**src/rtl/pmu_pkg.sv**
```systemverilog
package pmu_pkg;
  localparam int DATA_W   = 32;
  localparam int CODE_W   = 8;
  localparam int NUM_CTR  = 3;   // 0: event 0, 1: event 1, 2: cycle

  // control word bit positions (software-visible layout)
  localparam int B_RUN    = 0;
  localparam int B_CLR_EV = 1;
  localparam int B_CLR_CY = 2;
  localparam int B_SLOW   = 3;
  localparam int B_IEN    = 4;   // 3 bits: ev0, ev1, cyc
  localparam int B_FLAG   = 8;   // 3 bits: ev0, ev1, cyc
  localparam int B_SEL0   = 12;
  localparam int B_SEL1   = 20;

  typedef enum logic [1:0] {
    IDX_CTRL = 2'd0,
    IDX_CYC  = 2'd1,
    IDX_EV0  = 2'd2,
    IDX_EV1  = 2'd3
  } reg_idx_e;

  // codes that map to a real event source
  function automatic bit code_counts(int c);
    return (c >= 0 && c <= 'h0D) || (c >= 'h10 && c <= 'h16 && c != 'h13);
  endfunction
endpackage

```
**src/rtl/pmu_event_sel.sv**
```systemverilog
module pmu_event_sel #(
  parameter int NUM_STROBES = 32,
  parameter int CODE_W      = 8
) (
  input  logic [CODE_W-1:0]      code,
  input  logic [NUM_STROBES-1:0] strobes,
  output logic                   hit
);
  logic [NUM_STROBES-1:0] match;

  for (genvar i = 0; i < NUM_STROBES; i++) begin : g_dec
    if (pmu_pkg::code_counts(i)) begin : g_live
      assign match[i] = (code == CODE_W'(i));
    end else begin : g_dead
      assign match[i] = 1'b0;
    end
  end

  assign hit = |(match & strobes);

  // at most one source line can be steering a counter
  always_comb begin
    assert_single_source_R5: assert ($onehot0(match));
  end
endmodule

```
**src/rtl/pmu_prescaler.sv**
```systemverilog
module pmu_prescaler #(
  parameter int LOG2 = 6
) (
  input  logic clk,
  input  logic rst,
  input  logic clear,
  input  logic tick,
  output logic pulse
);
  logic [LOG2-1:0] phase;

  assign pulse = tick && !clear && (&phase);

  always_ff @(posedge clk) begin
    if (rst || clear) phase <= '0;
    else if (tick)    phase <= phase + 1'b1;
  end

  // slow mode never advances the counter on two edges in a row
  assert_no_back_to_back_R4: assert property (@(posedge clk) disable iff (rst)
    pulse |=> !pulse);
endmodule

```
**src/rtl/pmu_counter.sv**
```systemverilog
module pmu_counter #(
  parameter int W = 32
) (
  input  logic         clk,
  input  logic         rst,
  input  logic         load,
  input  logic [W-1:0] load_val,
  input  logic         clear,
  input  logic         inc,
  output logic [W-1:0] count,
  output logic         wrap
);
  assign wrap = inc && !load && !clear && (&count);

  always_ff @(posedge clk) begin
    if (rst)        count <= '0;
    else if (load)  count <= load_val;
    else if (clear) count <= '0;
    else if (inc)   count <= count + 1'b1;
  end

  assert_load_wins_R11: assert property (@(posedge clk) disable iff (rst)
    load |=> count == $past(load_val));

  assert_wrap_to_zero_R8: assert property (@(posedge clk) disable iff (rst)
    wrap |=> count == '0);
endmodule

```
**src/rtl/perf_mon_unit.sv**
```systemverilog
module perf_mon_unit #(
  parameter int CNT_W         = 32,
  parameter int NUM_STROBES   = 32,
  parameter int PRESCALE_LOG2 = 6
) (
  input  logic                          clk,
  input  logic                          rst,
  input  logic [1:0]                    reg_addr_i,
  input  logic                          reg_wr_i,
  input  logic [pmu_pkg::DATA_W-1:0]    reg_wdata_i,
  input  logic [NUM_STROBES-1:0]        event_strobe_i,
  output logic [pmu_pkg::DATA_W-1:0]    reg_rdata_o,
  output logic                          irq_o
);
  import pmu_pkg::*;

  localparam int NC = NUM_CTR;
  localparam int CYC = NC - 1;

  // control state
  logic                   run_q, slow_q;
  logic [NC-1:0]          ien_q, flag_q;
  logic [1:0][CODE_W-1:0] sel_q;

  logic                   ctrl_wr;
  logic [NC-1:0]          ctr_load, ctr_clr, ctr_inc, ctr_wrap;
  logic [NC-1:0][CNT_W-1:0] ctr_val;
  logic [1:0]             ev_hit;
  logic                   slow_pulse;
  logic [NC-1:0]          flag_wclr;
  logic [DATA_W-1:0]      ctrl_view;

  assign ctrl_wr   = reg_wr_i && (reg_addr_i == IDX_CTRL);
  assign flag_wclr = ctrl_wr ? reg_wdata_i[B_FLAG +: NC] : '0;

  // event source selection
  for (genvar e = 0; e < 2; e++) begin : g_sel
    pmu_event_sel #(.NUM_STROBES(NUM_STROBES), .CODE_W(CODE_W)) u_sel (
      .code    (sel_q[e]),
      .strobes (event_strobe_i),
      .hit     (ev_hit[e])
    );
  end

  pmu_prescaler #(.LOG2(PRESCALE_LOG2)) u_div (
    .clk   (clk),
    .rst   (rst),
    .clear (ctr_clr[CYC]),
    .tick  (run_q && slow_q),
    .pulse (slow_pulse)
  );

  // per-counter steering
  for (genvar k = 0; k < NC; k++) begin : g_ctr
    if (k == CYC) begin : g_cyc
      assign ctr_load[k] = reg_wr_i && (reg_addr_i == IDX_CYC);
      assign ctr_clr[k]  = ctrl_wr && reg_wdata_i[B_CLR_CY];
      assign ctr_inc[k]  = run_q && (slow_q ? slow_pulse : 1'b1);
    end else begin : g_evt
      assign ctr_load[k] = reg_wr_i && (reg_addr_i == ((k == 0) ? IDX_EV0 : IDX_EV1));
      assign ctr_clr[k]  = ctrl_wr && reg_wdata_i[B_CLR_EV];
      assign ctr_inc[k]  = run_q && ev_hit[k];
    end

    pmu_counter #(.W(CNT_W)) u_ctr (
      .clk      (clk),
      .rst      (rst),
      .load     (ctr_load[k]),
      .load_val (reg_wdata_i[CNT_W-1:0]),
      .clear    (ctr_clr[k]),
      .inc      (ctr_inc[k]),
      .count    (ctr_val[k]),
      .wrap     (ctr_wrap[k])
    );

    assert_wrap_sets_flag_R8: assert property (@(posedge clk) disable iff (rst)
      ctr_wrap[k] |=> flag_q[k]);

    assert_flag_sticky_R9: assert property (@(posedge clk) disable iff (rst)
      $past(flag_q[k]) && !($past(ctrl_wr) && $past(reg_wdata_i[B_FLAG + k]))
      |-> flag_q[k]);

    assert_hold_when_stopped_R3: assert property (@(posedge clk) disable iff (rst)
      !$past(run_q) && !$past(ctr_load[k]) && !$past(ctr_clr[k])
      |-> $stable(ctr_val[k]));
  end

  // event counters with a dead code never move
  for (genvar e = 0; e < 2; e++) begin : g_dead_chk
    assert_dead_code_R6: assert property (@(posedge clk) disable iff (rst)
      !code_counts(int'($past(sel_q[e]))) && !$past(ctr_load[e]) && !$past(ctr_clr[e])
      |-> $stable(ctr_val[e]));
  end

  // control register
  always_ff @(posedge clk) begin
    if (rst) begin
      run_q  <= 1'b0;
      slow_q <= 1'b0;
      ien_q  <= '0;
      flag_q <= '0;
      sel_q  <= {2{{CODE_W{1'b1}}}};
    end else begin
      if (ctrl_wr) begin
        run_q    <= reg_wdata_i[B_RUN];
        slow_q   <= reg_wdata_i[B_SLOW];
        ien_q    <= reg_wdata_i[B_IEN +: NC];
        sel_q[0] <= reg_wdata_i[B_SEL0 +: CODE_W];
        sel_q[1] <= reg_wdata_i[B_SEL1 +: CODE_W];
      end
      // a wrap on the same edge as a clear keeps the flag
      flag_q <= (flag_q & ~flag_wclr) | ctr_wrap;
    end
  end

  always_comb begin
    ctrl_view = '0;
    ctrl_view[B_RUN]              = run_q;
    ctrl_view[B_SLOW]             = slow_q;
    ctrl_view[B_IEN +: NC]        = ien_q;
    ctrl_view[B_FLAG +: NC]       = flag_q;
    ctrl_view[B_SEL0 +: CODE_W]   = sel_q[0];
    ctrl_view[B_SEL1 +: CODE_W]   = sel_q[1];
  end

  // registered outputs
  always_ff @(posedge clk) begin
    if (rst) begin
      reg_rdata_o <= '0;
      irq_o       <= 1'b0;
    end else begin
      unique case (reg_idx_e'(reg_addr_i))
        IDX_CTRL: reg_rdata_o <= ctrl_view;
        IDX_CYC:  reg_rdata_o <= DATA_W'(ctr_val[CYC]);
        IDX_EV0:  reg_rdata_o <= DATA_W'(ctr_val[0]);
        IDX_EV1:  reg_rdata_o <= DATA_W'(ctr_val[1]);
      endcase
      irq_o <= |(flag_q & ien_q);
    end
  end

  assert_reserved_zero_R12: assert property (@(posedge clk) disable iff (rst)
    $past(reg_addr_i) == IDX_CTRL
    |-> reg_rdata_o[31:28] == 4'd0 && !reg_rdata_o[11] && !reg_rdata_o[7]);

  assert_reset_bits_read_zero_R7: assert property (@(posedge clk) disable iff (rst)
    $past(reg_addr_i) == IDX_CTRL |-> reg_rdata_o[2:1] == 2'b00);

  assert_irq_has_source_R10: assert property (@(posedge clk) disable iff (rst)
    $rose(irq_o) |-> $past(|flag_q));
endmodule

```
**config.mk**
```make
export PLATFORM = sky130hd
export DESIGN_NAME = perf_mon_unit
export DESIGN_NICKNAME = d
export VERILOG_FILES = /design/src/rtl/pmu_pkg.sv /design/src/rtl/pmu_event_sel.sv /design/src/rtl/pmu_prescaler.sv /design/src/rtl/pmu_counter.sv /design/src/rtl/perf_mon_unit.sv
export SDC_FILE = /design/constraint.sdc
export NUM_CORES = 1
export LEC_CHECK = 0
export ABC_CLOCK_PERIOD_IN_PS = 5100
export BUFFER_PORTS_ARGS = -buffer_cell sky130_fd_sc_hd__buf_2
export CORE_MARGIN = 10
export CORE_UTILIZATION = 64
export DETAILED_ROUTE_END_ITERATION = 7
export GPL_ROUTABILITY_DRIVEN = 0
export HOLD_SLACK_MARGIN = 0.12
export PLACE_DENSITY = 0.86
export SLEW_MARGIN = 20
export SYNTH_ARGS = -nofsm -noshare
export SYNTH_HDL_FRONTEND = slang
export SYNTH_SLANG_ARGS = --single-unit
```
**constraint.sdc**
```tcl
create_clock -name clk -period 5.1 [get_ports clk]
set_clock_uncertainty 0.05 [all_clocks]
set_input_delay 1.02 -clock clk [delete_from_list [all_inputs] [get_ports clk]]
set_output_delay 1.02 -clock clk [all_outputs]
set_load 0.005 [all_outputs]
```
## After elaboration in Yosys (flattened, before gate mapping)

Index checks and enable logic that the tools add are counted.

- Add/sub/neg operators: 4
- Eq/ne operators: 41
- Muxes and demuxes: 12
- Bitwise operators: 6
- Reduce and logical (&&, ||, !) cells: 40

Operators by type and width:

| operator | count |
|---|---|
| $mux W32 | 9 |
| $pmux W32 S4 | 1 |
| $add A32 B1 Y32 const B | 3 |
| $eq A8 B4 Y1 const B | 12 |
| $eq A8 B5 Y1 const B | 12 |
| $reduce_and A32 Y1 | 3 |
| $and A23 B32 Y32 | 2 |
| $eq A8 B3 Y1 const B | 8 |
| $reduce_or A32 Y1 | 2 |
| $eq A8 B2 Y1 const B | 4 |
| $logic_and A1 B1 Y1 | 21 |
| $eq A8 B1 Y1 const B | 2 |
| $logic_not A8 Y1 | 2 |
| $reduce_bool A3 Y1 | 3 |
| $add A6 B1 Y6 const B | 1 |
| $and A3 B3 Y3 | 2 |
| $reduce_and A6 Y1 | 1 |
| $logic_not A1 Y1 | 5 |
| $eq A2 B2 Y1 const B | 2 |
| $mux W3 | 1 |
| $not A3 Y3 | 1 |
| $or A3 B3 Y3 | 1 |
| $reduce_or A3 Y1 | 1 |
| $eq A2 B1 Y1 const B | 1 |
| other kinds (3) | 3 |

- Flip-flop bits (word level): 159
- Input port bits: 69
- Output and inout bits: 33
- Word-level logic and storage cells: 115

## Longest topological paths before layout

Gate-level depths: netlist of run 1.

- Depth after elaboration: 12
- Mapped depth: 9
- Gate-level depth less buffers: 7

## Hierarchy

From an unflattened synthesis of run 1, not the netlist that was laid out.

- Cells, all modules: 1057
- Area total of the unflattened synthesis: 9435.3 µm²

By module, submodules not included:

| module | times used | cells an instance | area each (µm²) | seq. area each (µm²) |
|---|---|---|---|---|
| pmu_counter | 3 | 242 | 2008.2 | 640.6 |
| perf_mon_unit | 1 | 266 | 2720.1 | 1141.1 |
| pmu_event_sel | 2 | 18 | 210.2 | 0.0 |
| pmu_prescaler | 1 | 29 | 270.3 | 120.1 |

## Least setup slack after synthesis of run 1

OpenSTA, ideal clock, no wires.

- Kind: input to register
- From: input port event_strobe_i[0]
- To: register g_ctr[0].u_ctr.count[23]
- Library setup time: 117 ps
- Arrival time: 2542 ps
- Data required time: 4933 ps
- Slack: 2391 ps
- Stages on the path: 8
- Buffers on the path: 2
- Path through: or3b_1 a211oi_1 nor4_1 a211oi_4 buf_6 buf_6 nand4_1 and4bb_2

- Longest elaborated chain between the ends: 4

Ends and longest elaborated chain:

| element | RTL line | RTL |
|---|---|---|
| start: declaration | perf_mon_unit.sv:11 | `input logic [NUM_STROBES-1:0] event_strobe_i,` |
| $and A23 B32 Y32 | pmu_event_sel.sv:19 | `assign hit = \|(match & strobes);` |
| $reduce_or A32 Y1 | pmu_event_sel.sv:19 |  |
| $logic_and A1 B1 Y1 | perf_mon_unit.sv:62 | `assign ctr_inc[k] = run_q && ev_hit[k];` |
| $reduce_bool A3 Y1 (no source line) | n/a |  |
| end signal: assignment | pmu_counter.sv:17 | `else if (load) count <= load_val;` |
| end signal: assignment | pmu_counter.sv:19 | `else if (inc) count <= count + 1'b1;` |
| end: declaration | pmu_counter.sv:10 | `output logic [W-1:0] count,` |

No other way between the ends.
A chain may end at the register's enable or synchronous reset.

## Worst setup path after layout of run 1

- From: input port reg_addr_i[1]
- To: register g_ctr[0].u_ctr.count[11]

- Longest elaborated chain between the ends: 5
- Elaborated cells on any way between the ends: 8
- Classes of those cells: eq/ne: 1; mux: 2; reduce/logical: 5

Ends and longest elaborated chain:

| element | RTL line | RTL |
|---|---|---|
| start: declaration | perf_mon_unit.sv:8 | `input logic [1:0] reg_addr_i,` |
| $logic_not A2 Y1 | perf_mon_unit.sv:33 | `assign ctrl_wr = reg_wr_i && (reg_addr_i == IDX_CTRL);` |
| $logic_and A1 B1 Y1 | perf_mon_unit.sv:33 |  |
| $logic_and A1 B1 Y1 | perf_mon_unit.sv:61 | `assign ctr_clr[k] = ctrl_wr && reg_wdata_i[B_CLR_EV];` |
| $mux W32 | pmu_counter.sv:18 | `else if (clear) count <= '0;` |
| $mux W32 | pmu_counter.sv:17 |  |

Parallel ways exist; a longest one is shown, timed or not.

==> results.yml, run 1 <==
placement:
  dp.final_hpwl_um: 22300
  io_buffers: 89
worst_hold_path:
  hold_class: "reg2reg"
  whs_path_depth: 2
  min_to: "u_div.phase[1]"
  min_from: "u_div.phase[1]"
sta:
  timing_hold_violations_final: 0
  finalSetupViolCount: 0
  timing.hold.ws_ps: 428
  max_freq_mhz: 296
  drv_slew: 0
  worst_slew_pin_slew_ps: 1180
  relSlewSlack: 0.204
  fin_crit_ps: 3370
  period_share: 0.661
  setup_tns_ps: 0
  rsz0062_at_grt: "no"
logic_synthesis:
  syn-cell-area_mm2: 0.00954
  synth_fp_nets: 1232
  synth_cells: 1159
  synth_cell_types: 83
  ys.flop_type: "dfxtp_1"
  synth_seq_area_share: 0.334
  syn_avg_cell_area_um2: 8.23
  yosys_register_bits: 159
  ys_async_sr_fraction: 0
  synth_warnings: 0
  synth_edf_count: 0
critical_path:
  crit_arrival_ps: 3650
  critPathCaptureType: "register"
  r2r_setup_slack_ps: 1990
  slowest_stage: "a21boi_4"
  ff2ff_path_depth: 7
  reg2reg_to: "g_ctr[1].u_ctr.count[8]"
  criticalPathCategory: "in2reg"
  r2r_start: "run_q"
  worstSetupStartpointType: "primary input"
  cp_max_fo: 30
  crit_family: "compound AO/OA/AOI/OAI gates"
  crit_chain: "buf_2 -> inv_1 -> a21boi_4 -> buf_4 -> o21ai_0 -> a221oi_1"
  cp.required_ps: 5370
  max_stage_delay_ps: 870
  crit_buf_inv: 3
drt:
  routedWlPerCell_um: 23.4
  viasPerCell: 7.29
  totalWireLength_um: 32400
  firstDrtPassIters: 6
  vias: 10100
  drc: 0
  ant_nets: 0
  drt_iter0_drc: 1591
flow_run:
  drv_cap: 0
global_route:
  grt_pass1_wl_um: 50000
  grt_overflow_total: 0
  grt_pass1_vias: 9254
  antenna_found_initial: 0
  grt_usage: 0.307
  grt_max_degree: 77
finish:
  antenna_cells: 0
  utilization: 0.721
  drive_gt1_frac: 0.163
  fin_nets: 1264
  syn_to_final_growth_pct: 10.4
clocking:
  htree_levels: 4
  cts_buffers: 17
  clock_latency_ps: 430
  cts_resized: 0
  post-cts-setup-buffers: 0
  clk_pin_slew_ps: 60
  cts_tree: "done"
  clockBufferDepth: 2
  cts_sinks: 159
  cts_hold_buf: 0
  clock-root-buffer: "clkbuf_16"
outcome:
  status: "completed"
die:
  fp.dieH_um: 142
  fp.dieW_um: 142
  placementRows: 44
  ios: 102
  dieArea_mm2: 0.0202
  start_util: 0.654
  core_area_mm2: 0.0146
power:
  ir_drop_v: 0.000254
  p_leak_nw: 3.99
  p_per_area_mw_per_mm2: 273
cell usage in the layout (no fill, tap or decap), types with 29 or more instances in the layout:
master	n
o21ai_0	30
nand2_1	118
a21oi_1	103
dfxtp_1	159
buf_2	88
mux2i_1	35
nor4_1	29
nor2_1	93
nand4_1	39
and2_1	32
nor3_1	68
sequential cells by signal, summed over array words and instances, names as in the netlist:
register,count
ctrl_view,16
flag_q,3
g_ctr.u_ctr.count,96
ien_q,3
irq_o,1
reg_rdata_o,32
run_q,1
slow_q,1
u_div.phase,6
metal layers:
metal / vias up / GRT usage / share of wire / routed length (um)
met5: - / 0 / 0 / 0
met4: 0 / 0.137 / 0.041 / 1330
met3: 133 / 0.108 / 0.15 / 4740
met2: 797 / 0.451 / 0.44 / 14200
met1: 4718 / 0.398 / 0.37 / 12100
li1: 4446 / - / - / -
cell usage after synthesis, types with 4 or more instances:
cell type	n	share of area
a2111oi_0	6	0.0055
a211oi_1	20	0.016
a21o_1	11	0.0087
a21oi_1	103	0.054
a221oi_1	15	0.014
a22o_1	5	0.0046
a22oi_1	10	0.0079
a31o_2	6	0.0055
a31oi_1	18	0.012
a32o_1	5	0.0052
a32oi_1	8	0.0073
a41o_1	5	0.0052
a41oi_1	8	0.0073
and2_1	32	0.021
and3_1	27	0.018
and4_1	19	0.017
buf_2	16	0.0084
clkbuf_1	66	0.026
clkbuf_2	4	0.0021
dfxtp_1	159	0.33
ha_1	4	0.0052
inv_1	20	0.0079
mux2i_1	35	0.037
mux4_2	28	0.066
nand2_1	119	0.047
nand2b_1	5	0.0033
nand3_1	28	0.015
nand4_1	39	0.026
nor2_1	93	0.037
nor2b_1	7	0.0046
nor3_1	68	0.036
nor4_1	29	0.019
o211ai_1	5	0.0039
o21a_1	4	0.0031
o21ai_0	31	0.016
o311a_1	4	0.0042
o31ai_1	4	0.0031
or3_1	6	0.0039
xnor2_1	7	0.0064
xor2_1	7	0.0064
how the worst max path moves through the flow:
stage | from | end | slack (ps) | cells past startpoint
2_1_floorplan | event_strobe_i[0] | g_ctr[0].u_ctr.count[23] | 2390 | 8
3_3_place_gp | reg_addr_i[0] | g_ctr[2].u_ctr.count[12] | 1340 | 7
3_5_place_dp | reg_addr_i[0] | g_ctr[2].u_ctr.count[12] | 1310 | 7
4_1_cts | reg_addr_i[0] | g_ctr[2].u_ctr.count[3] | 1720 | 7
5_1_grt | reg_addr_i[1] | g_ctr[0].u_ctr.count[11] | 1590 | 6
6_report | reg_addr_i[1] | g_ctr[0].u_ctr.count[11] | 1730 | 6
report_power, final:
| group | internal (mW) | switching (mW) | total, mW |
|---|---|---|---|
| clock network | 0.758 | 0.500 | 1.26 |
| registers | 1.27 | 0.0332 | 1.30 |
| logic | 0.117 | 0.196 | 0.313 |
cell type report:
class / count / area [um2]
Clock inverter: 7 / 87.6
Sequential cell: 159 / 3180
Timing Repair Buffer: 107 / 583
Tap cell: 184 / 230
Inverter: 20 / 75.1
Multi-Input combinational cell: 886 / 5890
Clock buffer: 21 / 480
Fill cell: 1119 / 4060
worst reg2reg max path, stage by stage (launching register included):
cell and delay [ps]:
dfxtp_1 630, or4b_1 540, a21oi_1 200, o21ai_1 170
o21ai_2 530, buf_4 350, a21oi_1 90, a2111oi_0 400
through the flow:
step	total power [mW]	instance area [um2]	worst slack, ps	instances
floorplan	1.51	9540	2390	1159
global placement	1.62	9950	1340	1356
detailed placement	1.63	9950	1310	1356
CTS	2.86	10500	1720	1384
global route	2.95	10500	1590	1384
finish	2.87	10500	1730	1384
kinds of logic (layout without fill, tap and decap cells):
| group | Yosys count | in the layout | synth area share |
|---|---|---|---|
| adders and majority gates | 4 | 4 | 0.00525 |
| AOI/OAI and AO/OA | 301 | 301 | 0.216 |
| muxes | 67 | 67 | 0.109 |
| DFF | 159 | 159 | 0.334 |
| xor gates and xnor gates | 14 | 14 | 0.0129 |
| buffers and inverters | 114 | 155 | 0.0506 |
| and+or+nand+nor | 500 | 500 | 0.273 |
(Power assumes the default switching activity.)
==> inputs of run 2 (changes only) <==
--- a/config.mk
+++ b/config.mk
@@ -5,14 +5,14 @@
 export SDC_FILE = /design/constraint.sdc
 export NUM_CORES = 1
 export LEC_CHECK = 0
-export ABC_CLOCK_PERIOD_IN_PS = 5100
+export ABC_CLOCK_PERIOD_IN_PS = 2980
 export BUFFER_PORTS_ARGS = -buffer_cell sky130_fd_sc_hd__buf_2
 export CORE_MARGIN = 10
-export CORE_UTILIZATION = 64
+export CORE_UTILIZATION = 54
 export DETAILED_ROUTE_END_ITERATION = 7
 export GPL_ROUTABILITY_DRIVEN = 0
 export HOLD_SLACK_MARGIN = 0.12
-export PLACE_DENSITY = 0.86
+export PLACE_DENSITY = 0.77
 export SLEW_MARGIN = 20
 export SYNTH_ARGS = -nofsm -noshare
 export SYNTH_HDL_FRONTEND = slang
==> constraint.sdc (replaced) <==
create_clock -name clk -period 2.98 [get_ports clk]
set_clock_uncertainty 0.05 [all_clocks]
set_input_delay 0.596 -clock clk [delete_from_list [all_inputs] [get_ports clk]]
set_output_delay 0.596 -clock clk [all_outputs]
set_load 0.005 [all_outputs]
==> run 2 against run 1 <==
  * Sequential power increased by 72%
  * Final cell count increased by 4.8%
  * Power increased by 72%
  * Die area increased by 16%
  * Non-clock buffer count increased by 21
  * Via count decreased by 2.8%
  * Largest cell class unchanged
  * Largest power group unchanged
==> results.yml, run 2 (same netlist as run 1, synthesis figures left out) <==
outcome:
  status: "completed"
placement:
  placed_cell_area_mm2: 0.0103
  dp.final_hpwl_um: 22700
  io_buffers: 89
  placedCellCount: 1418
  post-place-ws_ps: 261
finish:
  drive_gt1_frac: 0.178
  fillers: 1463
  fin_nets: 1285
  final_common_cell: "dfxtp_1"
  largest_reg_flops: 96
  utilization: 0.628
  stdcell_area_mm2: 0.0109
  layout_common_cells: "159 x dfxtp_1, 119 x nand2_1, 103 x a21oi_1, 93 x nor2_1, 88 x buf_2"
  stdcell_count: 1450
  syn_to_final_growth_pct: 13.9
  largest-register: "g_ctr.u_ctr.count"
  antenna_cells: 0
clocking:
  cts_tree: "done"
  clockBufferDepth: 2
  cts_buffers: 17
  cts_resized: 0
  post-cts-setup-buffers: 0
  clock-root-buffer: "clkbuf_16"
  cts_sinks: 159
  clock_latency_ps: 440
  cts_hold_buf: 0
  clk_pin_slew_ps: 70
  htree_levels: 4
global_route:
  grt_pass1_wl_um: 49600
  antenna_found_initial: 0
  grt_max_degree: 62
  grt_overflow_total: 0
  grt_pass1_vias: 8917
  grt_usage: 0.259
sta:
  fin_ws_ps: 186
  timing.hold.ws_ps: 428
  worst_slew_pin_slew_ps: 738
  period_share: 0.938
  finalSetupViolCount: 0
  relSlewSlack: 0.508
  drv_slew: 0
  timing_hold_violations_final: 0
  setup_tns_ps: 0
  rsz0062_at_grt: "no"
  max_freq_mhz: 358
  fin_crit_ps: 2790
power:
  p_per_area_mw_per_mm2: 455
  total_power_mw: 4.94
  p_leak_nw: 4.12
  ir_drop_v: 0.000427
critical_path:
  worstSetupStartpointType: "register"
  cp.required_ps: 3250
  cp_max_fo: 11
  crit_arrival_ps: 3070
  criticalPathCategory: "reg2reg"
  critPathCaptureType: "register"
die:
  start_util: 0.551
  ios: 102
  fp.dieH_um: 153
  core_area_mm2: 0.0173
  dieArea_mm2: 0.0234
  placementRows: 48
  fp.dieW_um: 153
flow_run:
  drv_cap: 0
drt:
  drt_iter0_drc: 1187
  ant_nets: 0
  drc: 0
  totalWireLength_um: 31600
  firstDrtPassIters: 6
  vias: 9815
  routedWlPerCell_um: 21.8
  viasPerCell: 6.77
worst_hold_path:
  hold_class: "in2reg"
[run 2: report_power, final]
part	total, mW	internal [mW]	switching (mW)
logic	0.562	0.225	0.337
clock network	2.15	1.19	0.964
registers	2.23	2.17	0.0570
total	4.94	3.58	1.36
[run 2: path summary, 6_finish.rpt]
check                  start                  endpoint  cells after the start  slack (ps)
min          reg_wdata_i[30]  g_ctr[2].u_ctr.count[30]                      3         430
min reg2reg   u_div.phase[1]            u_div.phase[1]                      2         430
max reg2reg    ctrl_view[20]   g_ctr[1].u_ctr.count[3]                      7         190
max            ctrl_view[20]   g_ctr[1].u_ctr.count[3]                      7         190
[run 2: area by class of cell]
class                   instances  area [um2]  share of cell area
clock inverters                13         131              0.0121
flip-flops and latches        159        3180               0.293
multi-input cells             886        5880               0.542
repair buffers                128         866              0.0797
well taps                     225         282              0.0259
inverters                      20        75.1             0.00691
clock buffers                  19         443              0.0408
[run 2: metal layers]
layer	GRT usage	up-vias	part of all wire	wire length, um
met4	0.0867	0	0.023	717
met3	0.0637	64	0.13	4050
li1	-	4507	-	-
met1	0.356	4646	0.40	12700
met2	0.387	598	0.45	14100
met5	0	-	0	0
[run 2: worst max-delay path: stages (launching register included)]
cell	delay (ps)
dfxtp_1	580
mux4_2	570
mux2i_1	340
a22oi_1	320
nand2_1	190
buf_4	210
a211oi_1	60
a2111oi_0	360
==> inputs of run 3 (changes only) <==
--- a/config.mk
+++ b/config.mk
@@ -8,12 +8,11 @@
 export ABC_CLOCK_PERIOD_IN_PS = 2980
 export BUFFER_PORTS_ARGS = -buffer_cell sky130_fd_sc_hd__buf_2
 export CORE_MARGIN = 10
-export CORE_UTILIZATION = 54
+export CORE_UTILIZATION = 45
 export DETAILED_ROUTE_END_ITERATION = 7
 export GPL_ROUTABILITY_DRIVEN = 0
-export HOLD_SLACK_MARGIN = 0.12
-export PLACE_DENSITY = 0.77
-export SLEW_MARGIN = 20
+export HOLD_SLACK_MARGIN = 0.06
+export PLACE_DENSITY = 0.66
 export SYNTH_ARGS = -nofsm -noshare
 export SYNTH_HDL_FRONTEND = slang
 export SYNTH_SLANG_ARGS = --single-unit
==> run 3 against run 2 <==
  * Wire length up 4.1%
  * Register-to-register slack better by 80 ps
  * Worst setup slack better by 80 ps
  * Worst hold slack worse by 63 ps
  * Sequential cell count unchanged
  * Die area up 17%
  * Sequential share of layout area down 0.25 points
  * Largest power group is now the clock network
  * Sequential power about the same
  * Via count down 0.63%
  * Global-route usage down 2.4 points
==> results.yml, run 3 (same netlist as run 1, synthesis figures left out) <==
drt:
  firstDrtPassIters: 5
  wl_met3_um: 3560
  routedWlPerCell_um: 21.9
  viasPerCell: 6.48
  top_layer_used: "met4"
  totalWireLength_um: 32900
  wl_met2_um: 14500
  ant_nets: 0
  vias: 9753
  drt_iter0_drc: 1108
  wl_met1_um: 14000
  drc: 0
flow_run:
  drv_cap: 0
sta:
  fin_crit_ps: 2710
  worst_slew_pin_slew_ps: 826
  relSlewSlack: 0.445
  drv_slew: 0
  finalSetupViolCount: 0
  max_freq_mhz: 368
  timing_hold_violations_final: 0
  rsz0062_at_grt: "no"
  period_share: 0.911
  setup_tns_ps: 0
global_route:
  grt_pass1_wl_um: 50000
  grt_max_degree: 65
  grt_usage: 0.235
  grt_pass1_vias: 8686
  antenna_found_initial: 0
  grt_overflow_total: 0
die:
  dieArea_mm2: 0.0274
  fp.dieW_um: 166
  fp.dieH_um: 166
  core_area_mm2: 0.0210
  ios: 102
  start_util: 0.455
  placementRows: 53
critical_path:
  max_stage_delay_ps: 640
  cp_max_fo: 7
  cp.required_ps: 3270
  crit_arrival_ps: 3010
  r2r_start: "g_ctr[1].u_ctr.count[1]"
  crit_chain: "ha_1 -> nand2_1 -> or4_1 -> nor3_2 -> and4_1 -> a21oi_1 -> o211a_1"
  criticalPathCategory: "reg2reg"
  startpoint: "g_ctr[1].u_ctr.count[1]"
  worstSetupStartpointType: "register"
  critPathCaptureType: "register"
  slowest_stage: "or4_1"
power:
  p_per_area_mw_per_mm2: 469
  p_seq_frac: 0.433
  switchingPower_mw: 1.36
  p_leak_nw: 4.16
  power_frac_comb: 0.109
  p_int_mw: 3.78
  clock_power_share: 0.458
  swShare: 0.265
  ir_drop_v: 0.000390
placement:
  io_buffers: 89
  placed_cell_area_mm2: 0.0103
  placedCellCount: 1472
  dp.final_hpwl_um: 23600
worst_hold_path:
  hold_class: "in2reg"
  min_from: "rst"
finish:
  stdcell_area_mm2: 0.0110
  largest_reg_flops: 96
  fin_nets: 1289
  stdcell_count: 1504
  drive_gt1_frac: 0.181
  antenna_cells: 0
  syn_to_final_growth_pct: 14.9
  largest-register: "g_ctr.u_ctr.count"
  final_common_cell: "dfxtp_1"
  layout_common_cells: "159 x dfxtp_1, 119 x nand2_1, 103 x a21oi_1, 93 x nor2_1, 88 x buf_2"
clocking:
  post-cts-setup-buffers: 0
  cts_sinks: 159
  htree_levels: 4
  cts_hold_buf: 0
  cts_resized: 0
  clockBufferDepth: 2
  clock-root-buffer: "clkbuf_16"
  cts_tree: "done"
  clk_pin_slew_ps: 70
  clock_latency_ps: 450
  cts_buffers: 17
outcome:
  status: "completed"
## run 3: cell count changes in the layout (fill, tap and decap cells not counted)
cell / before / now
buf_12: 10 / 6
buf_4: 30 / 38
bufinv_16: 1 / 3
clkbuf_1: 1 / 0
clkbuf_8: 1 / 3
clkinv_2: 1 / 3
clkinv_4: 6 / 2
inv_6: 2 / 1
## run 3: per-stage QoR
| stage | utilization | total power, mW | hold slack, ps | worst slack (ps) |
|---|---|---|---|---|
| finish | 0.523 | 5.14 | 366 | 266 |
| global placement | 0.493 | 2.81 | 417 | 317 |
| CTS | 0.523 | 5.13 | 363 | 275 |
| detailed placement | 0.493 | 2.82 | 421 | 265 |
| floorplan | - | 2.58 | 390 | 695 |
| global route | 0.523 | 5.28 | 371 | 57.4 |
## run 3: final timing paths
path / slack, ps / to / depth (start not counted)
hold / removal: 370 / ien_q[0] / 2
setup reg to reg: 270 / g_ctr[1].u_ctr.count[26] / 7
setup / recovery: 270 / g_ctr[1].u_ctr.count[26] / 7
hold reg to reg: 430 / u_div.phase[1] / 2
## run 3: power by group through the flow
stage               clock (mW)  sequential [mW]  combinational, mW
detailed placement           0             2.27              0.543
CTS                       2.36             2.22              0.547
global route              2.46             2.23              0.594
global placement             0             2.27              0.539
finish                    2.35             2.23              0.558
floorplan                    0             2.25              0.335
## run 3: area by class of cell
class / instances / area (um2)
Fill cell: 2007 / 10000
Tap cell: 275 / 344
Clock inverter: 12 / 158
Multi-Input combinational cell: 886 / 5880
Timing Repair Buffer: 132 / 846
Clock buffer: 20 / 467
Sequential cell: 159 / 3180
Inverter: 20 / 75.1
## run 3: critical path, delay by kind of cell (launching register included)
family	cells	cell delay, ps
simple gates	4	1530
flops	1	490
fa+ha+maj	1	350
compound gates	2	190
## run 3: routing by layer
layer,global-route usage,vias to the layer above
met4,0.0778,0
met2,0.351,521
li1,-,4519
met5,0,-
met3,0.0434,52
met1,0.333,4661
